===== config.mk =====
export PLATFORM = sky130hd
export DESIGN_NAME = fade_ctrl
export DESIGN_NICKNAME = d
export VERILOG_FILES = /design/src/rtl/fade_pkg.sv /design/src/rtl/fade_gain_rom.sv /design/src/rtl/fade_zc_detect.sv /design/src/rtl/fade_step_ctrl.sv /design/src/rtl/fade_scaler.sv /design/src/rtl/fade_ctrl.sv
export SDC_FILE = /design/constraint.sdc
export NUM_CORES = 1
export LEC_CHECK = 0
export BUFFER_PORTS_ARGS = -buffer_cell sky130_fd_sc_hd__buf_2
export CORE_AREA = 5 5 176 246
export DETAILED_ROUTE_END_ITERATION = 6
export DIE_AREA = 0 0 181 251
export MAX_ROUTING_LAYER = met4
export SETUP_SLACK_MARGIN = 0.05
export SLEW_MARGIN = 15
export SYNTH_ARGS = -nofsm -noshare
export SYNTH_HDL_FRONTEND = slang
export SYNTH_SLANG_ARGS = --single-unit

===== constraint.sdc =====
create_clock -name clk_i -period 11.34 [get_ports clk_i]
set_input_delay 0 -clock clk_i [delete_from_list [all_inputs] [get_ports clk_i]]
set_output_delay 0 -clock clk_i [all_outputs]
set_load 0.05 [all_outputs]

===== src/rtl/fade_pkg.sv =====
package fade_pkg;
  typedef enum logic {
    DIR_DOWN = 1'b0,
    DIR_UP   = 1'b1
  } fade_dir_e;

  typedef struct packed {
    logic go;
    fade_dir_e dir;
  } fade_req_t;
endpackage


===== src/rtl/fade_gain_rom.sv =====
module fade_gain_rom #(
  parameter int STEPS  = 48,
  parameter int COEF_W = 16,
  parameter int IDX_W  = $clog2(STEPS + 1)
) (
  input  logic [IDX_W-1:0]  idx_i,
  output logic [COEF_W-1:0] gain_o
);
  localparam longint UNITY = longint'(1) << (COEF_W - 1);
  localparam int     HALF  = STEPS / 2;

  // smoothstep on the lower half, mirrored for the upper half
  function automatic logic [COEF_W-1:0] curve(input int k);
    longint n, kk, v;
    n  = longint'(STEPS);
    kk = (k <= HALF) ? longint'(k) : longint'(STEPS - k);
    v  = (UNITY * kk * kk * (3 * n - 2 * kk)) / (n * n * n);
    return (k <= HALF) ? COEF_W'(v) : COEF_W'(UNITY - v);
  endfunction

  logic [COEF_W-1:0] table_w [STEPS+1];

  for (genvar k = 0; k <= STEPS; k++) begin : g_rom
    assign table_w[k] = curve(k);
  end

  assign gain_o = (32'(idx_i) <= STEPS) ? table_w[idx_i] : '0;
endmodule


===== src/rtl/fade_zc_detect.sv =====
module fade_zc_detect #(
  parameter int DATA_W = 24
) (
  input  logic              clk_i,
  input  logic              rst_ni,
  input  logic [DATA_W-1:0] smp_i,
  input  logic              vld_i,
  output logic              zc_o
);
  logic prev_neg_q;

  assign zc_o = vld_i && ((smp_i == '0) || (smp_i[DATA_W-1] != prev_neg_q));

  always_ff @(posedge clk_i or negedge rst_ni) begin
    if (!rst_ni)    prev_neg_q <= 1'b0;
    else if (vld_i) prev_neg_q <= smp_i[DATA_W-1];
  end
endmodule


===== src/rtl/fade_step_ctrl.sv =====
module fade_step_ctrl
  import fade_pkg::*;
#(
  parameter int STEPS   = 48,
  parameter int TIMEOUT = 8192,
  parameter int IDX_W   = $clog2(STEPS + 1)
) (
  input  logic             clk_i,
  input  logic             rst_ni,
  input  logic             vld_i,
  input  logic             zc_i,
  input  logic             fade_in_i,
  input  logic             fade_out_i,
  input  logic             abort_i,
  output logic [IDX_W-1:0] idx_o,
  output logic             busy_o,
  output logic             done_o
);
  localparam int                CNT_W    = $clog2(TIMEOUT + 1);
  localparam logic [IDX_W-1:0]  IDX_TOP  = IDX_W'(STEPS);
  localparam logic [CNT_W-1:0]  CNT_LAST = CNT_W'(TIMEOUT - 1);

  logic [IDX_W-1:0] idx_q, idx_nx;
  fade_dir_e        dir_q;
  logic             active_q, forced_q, done_q;
  logic [CNT_W-1:0] cnt_q;
  logic             step_en, at_end;
  fade_req_t        req;

  always_comb begin
    req.go  = fade_in_i || fade_out_i;
    req.dir = fade_out_i ? DIR_DOWN : DIR_UP;
  end

  always_comb begin
    step_en = vld_i && active_q && (zc_i || forced_q);
    idx_nx  = (dir_q == DIR_UP) ? idx_q + 1'b1 : idx_q - 1'b1;
    at_end  = (dir_q == DIR_UP) ? (idx_nx == IDX_TOP) : (idx_nx == '0);
  end

  always_ff @(posedge clk_i or negedge rst_ni) begin
    if (!rst_ni) begin
      idx_q    <= '0;
      dir_q    <= DIR_UP;
      active_q <= 1'b0;
      forced_q <= 1'b0;
      cnt_q    <= '0;
      done_q   <= 1'b0;
    end else begin
      done_q <= 1'b0;
      if (abort_i) begin
        idx_q    <= '0;
        active_q <= 1'b0;
        forced_q <= 1'b0;
        cnt_q    <= '0;
      end else if (req.go) begin
        dir_q    <= req.dir;
        active_q <= (req.dir == DIR_UP) ? (idx_q != IDX_TOP) : (idx_q != '0);
        forced_q <= 1'b0;
        cnt_q    <= '0;
      end else if (vld_i && active_q) begin
        if (step_en) begin
          idx_q <= idx_nx;
          if (at_end) begin
            active_q <= 1'b0;
            done_q   <= 1'b1;
          end
        end
        if (zc_i) begin
          cnt_q <= '0;
        end else if (!forced_q) begin
          if (cnt_q == CNT_LAST) forced_q <= 1'b1;
          cnt_q <= cnt_q + 1'b1;
        end
      end
    end
  end

  assign idx_o  = idx_q;
  assign busy_o = active_q;
  assign done_o = done_q;
endmodule


===== src/rtl/fade_scaler.sv =====
module fade_scaler #(
  parameter int DATA_W = 24,
  parameter int COEF_W = 16
) (
  input  logic              clk_i,
  input  logic              rst_ni,
  input  logic [DATA_W-1:0] smp_i,
  input  logic              vld_i,
  input  logic              abort_i,
  input  logic [COEF_W-1:0] gain_i,
  output logic [DATA_W-1:0] smp_o,
  output logic              vld_o
);
  localparam int PROD_W = DATA_W + COEF_W + 1;
  localparam int FRAC   = COEF_W - 1;
  localparam logic signed [PROD_W-1:0] HALF_LSB = PROD_W'(1) <<< (FRAC - 1);
  localparam logic signed [PROD_W-1:0] POS_MAX  = PROD_W'((longint'(1) << (DATA_W - 1)) - 1);
  localparam logic signed [PROD_W-1:0] NEG_MIN  = -(PROD_W'(longint'(1) << (DATA_W - 1)));

  logic signed [PROD_W-1:0] prod, shifted;
  logic        [DATA_W-1:0] clamped;

  always_comb begin
    prod    = PROD_W'($signed(smp_i)) * $signed({1'b0, gain_i});
    shifted = (prod + HALF_LSB) >>> FRAC;
    if (shifted > POS_MAX)      clamped = POS_MAX[DATA_W-1:0];
    else if (shifted < NEG_MIN) clamped = NEG_MIN[DATA_W-1:0];
    else                        clamped = shifted[DATA_W-1:0];
  end

  always_ff @(posedge clk_i or negedge rst_ni) begin
    if (!rst_ni) begin
      smp_o <= '0;
      vld_o <= 1'b0;
    end else begin
      vld_o <= vld_i;
      if (abort_i)    smp_o <= '0;
      else if (vld_i) smp_o <= clamped;
    end
  end
endmodule


===== src/rtl/fade_ctrl.sv =====
module fade_ctrl #(
  parameter int DATA_W  = 24,
  parameter int COEF_W  = 16,
  parameter int STEPS   = 48,
  parameter int TIMEOUT = 8192
) (
  input  logic              clk_i,
  input  logic              rst_ni,
  input  logic [DATA_W-1:0] smp_i,
  input  logic              smp_vld_i,
  input  logic              fade_in_i,
  input  logic              fade_out_i,
  input  logic              abort_i,
  output logic [DATA_W-1:0] smp_o,
  output logic              smp_vld_o,
  output logic              busy_o,
  output logic              done_o
);
  localparam int IDX_W = $clog2(STEPS + 1);

  logic             zc_w;
  logic [IDX_W-1:0] idx_w;
  logic [COEF_W-1:0] gain_w;

  fade_zc_detect #(.DATA_W(DATA_W)) u_zc (
    .clk_i (clk_i),
    .rst_ni(rst_ni),
    .smp_i (smp_i),
    .vld_i (smp_vld_i),
    .zc_o  (zc_w)
  );

  fade_step_ctrl #(.STEPS(STEPS), .TIMEOUT(TIMEOUT), .IDX_W(IDX_W)) u_step (
    .clk_i     (clk_i),
    .rst_ni    (rst_ni),
    .vld_i     (smp_vld_i),
    .zc_i      (zc_w),
    .fade_in_i (fade_in_i),
    .fade_out_i(fade_out_i),
    .abort_i   (abort_i),
    .idx_o     (idx_w),
    .busy_o    (busy_o),
    .done_o    (done_o)
  );

  fade_gain_rom #(.STEPS(STEPS), .COEF_W(COEF_W), .IDX_W(IDX_W)) u_rom (
    .idx_i (idx_w),
    .gain_o(gain_w)
  );

  fade_scaler #(.DATA_W(DATA_W), .COEF_W(COEF_W)) u_scale (
    .clk_i  (clk_i),
    .rst_ni (rst_ni),
    .smp_i  (smp_i),
    .vld_i  (smp_vld_i),
    .abort_i(abort_i),
    .gain_i (gain_w),
    .smp_o  (smp_o),
    .vld_o  (smp_vld_o)
  );
endmodule


==> flow_summary.ini <==
[outcome]
outcome = complete, no violations

[logic_synthesis]
synth-simple-area-share_pct = 18.5
synth_top_family_by_area = adder cells
muxShareOfSynthArea_pct = 0.621
synth_xor_xnor_area_share_pct = 1.96
synth-edff-count = 0
synth_compound_area_share_pct = 9.39
synth.distinct_cells = 71
ys.warnings.count = 0
synth_fp_nets = 2632
synth_flop_cell = dfrtp_1
yosysSeqAreaShare_pct = 6.91
netlist_instances = 2093
synth-seq-cells = 50
post_synth.cell_area_avg_sq_um = 8.66
ys_async_sr_fraction_pct = 100
syn_area_sq_um = 18100
synth_fa_ha_area_share_pct = 50.7

[grt]
antenna_found_initial = 1
grt_pass1_vias = 15700
grt_max_degree = 51
grt_pass1_wl_um = 84600
overflow = 0
grtUsageTotal_pct = 23.8

[pwr]
peakVddDrop_v = 0.0000577
power_leakage_nw = 9.78
power_density_nw_per_um2 = 49.7

[timing]
drv_slew = 0
worst-slew-pin-transition_ns = 1.14
grt_setup_unrepaired = false
fmax_ghz = 0.0977
period_minus_slack_ns = 10.24
hold_violations = 0
setup_viol = 0
clock_skew_ns = 0.00849
timing.final.crit_share_pct = 90.3
slew_headroom_pct = 23.8
tns_ns = 0
fin_hold_ws_ns = 0.0223

[cts]
clock_sinks = 50
h-tree-depth = 2
cts_max_path_buffers = 2
numCtsBuffers = 5
postCtsSetupBuffers = 0
cts_tree = done
clock-root-buffer = clkbuf_16
clk_latency_ns = 0.29
clk_pin_slew_ns = 0.07

[setup_path]
r2r_cells = 25
crit_path_max_fanout = 23
crit_arrival_ns = 10.34
start_kind = register
cp_slowest_cell = o32ai_4
cp_data_required_time_ns = 11.44
crit_path_end_kind = register
criticalPathCategory = register to register
slowest_delay_ns = 1.00

[run]
maxCapViolations = 0

[floorplan]
die_w_um = 181
core_area_sq_um = 40800
die_h_um = 251
num_rows = 88
pin_count = 57
die_area_sq_um = 45400
initial_core_util_pct = 44.4

[layout]
area_delta_synth_final_pct = 5.87
layout.nets = 2621
design_area_sq_um = 19200
antenna_cells = 0
instances_no_fill = 2623
mostFrequentLayoutCells = inv_1, fa_1, nand2_1
drive_above_1_share_pct = 5.33
mostFrequentLayoutCell = inv_1

[drt]
drc_errors = 0
vias = 14100
drtIter0Drc = 718
antenna_left = 0
dr.pass1.iters = 5
viasPerCell = 5.37
wl_per_cell_um = 19.5
wirelength_um = 51100

[placed_design]
io_buffers = 56
dp_cells = 2613
place_area_sq_um = 19000
hpwl_um = 41000
gp_congestion = 0.909

[min_path]
whs_path_depth = 3
hp-class = input pin to register
[area by class of cell]
type,count,area [sq um]
clock buffer,5,125
clock inverter,3,48.8
fill,4051,21700
inverter,472,1770
multi-input combinational,1475,14900
sequential,50,1250
tap,540,676
timing repair buffer,78,450
[synth_stat cells, drive strengths merged, types with 14 or more instances]
cell type  number  area (sq um)
inv           471          1770
fa            377          7550
nand2         226           848
and2          194          1210
ha            132          1650
nor2           83           312
clkbuf         81           304
a21oi          60           300
nor2b          58           363
o21ai          56           280
dfrtp          49          1230
a211oi         36           275
xnor2          24           210
nor3           21           116
nand3          20           100
a31oi          17           106
buf            15          80.1
a21o           14           105
xor2           14           123
[through the flow]
stage,total power [mW],worst slack [ns],utilization [%]
after floorplan,0.596,3.09,-
after global placement,0.776,1.44,46.5
after detailed placement,0.779,1.35,46.5
after CTS,0.962,1.29,46.9
after global routing,1.03,0.534,47.0
final,0.954,1.10,47.0
[layer usage]
metal / vias to the layer above / global-route usage (%) / share of wire [%]
li1: 6368 / - / -
met1: 7224 / 28.1 / 39
met2: 349 / 43.6 / 53
met3: 132 / 1.22 / 3.1
met4: 0 / 8.05 / 4.3
met5: - / - / 0
[path summary, 6_finish.rpt]
kind / end / startpoint / slack, ns
worst max-delay path: u_scale.smp_o[11] / u_step.idx_o[0] / 1.10
worst min-delay path: u_step.dir_q / fade_in_i / 0.02
worst max register to register: u_scale.smp_o[11] / u_step.idx_o[0] / 1.10
worst min register to register: u_step.cnt_q[10] / u_step.cnt_q[10] / 0.49
max in group asynchronous: u_scale.smp_o[12] / rst_ni / 10.53
min in group asynchronous: u_step.idx_o[3] / rst_ni / 0.36
[worst max-delay path, delay by kind of cell, from the launching register on]
family,cells,cell delay [ns]
adders and majority gates,8,3.95
AOI/OAI and AO/OA,4,2.67
and+or+nand+nor,5,1.35
buffers and inverters,7,0.92
DFF,1,0.61
muxes,1,0.52
[power by group]
group | internal, mW | switching [mW]
combinational | 0.185 | 0.382
clock | 0.106 | 0.0705
sequential | 0.195 | 0.0155
total | 0.485 | 0.468
[kinds of logic after synthesis]
group,after synthesis
fa+ha+maj,509
flops,50
buf+inv,568
mux,8
compound gates,257
xor+xnor,39
simple gates,662
[sequential cells by signal (all words and copies together), names as in the netlist]
register / count
u_scale.smp_o: 24
u_step.busy_o: 1
u_step.dir_q: 1
u_step.done_o: 1
u_step.cnt_q: 14
u_step.forced_q: 1
u_step.idx_o: 6
u_zc.prev_neg_q: 1
u_scale.vld_o: 1
[timing repair]
| action | 4_1_cts | 5_1_grt |
|---|---|---|
| gates resized for setup | 0 | 0 |
| hold buffers | 2 | 0 |
| endpoints found under the hold margin | 50 | 0 |
No activity file was read; power rests on OpenSTA's default activity.
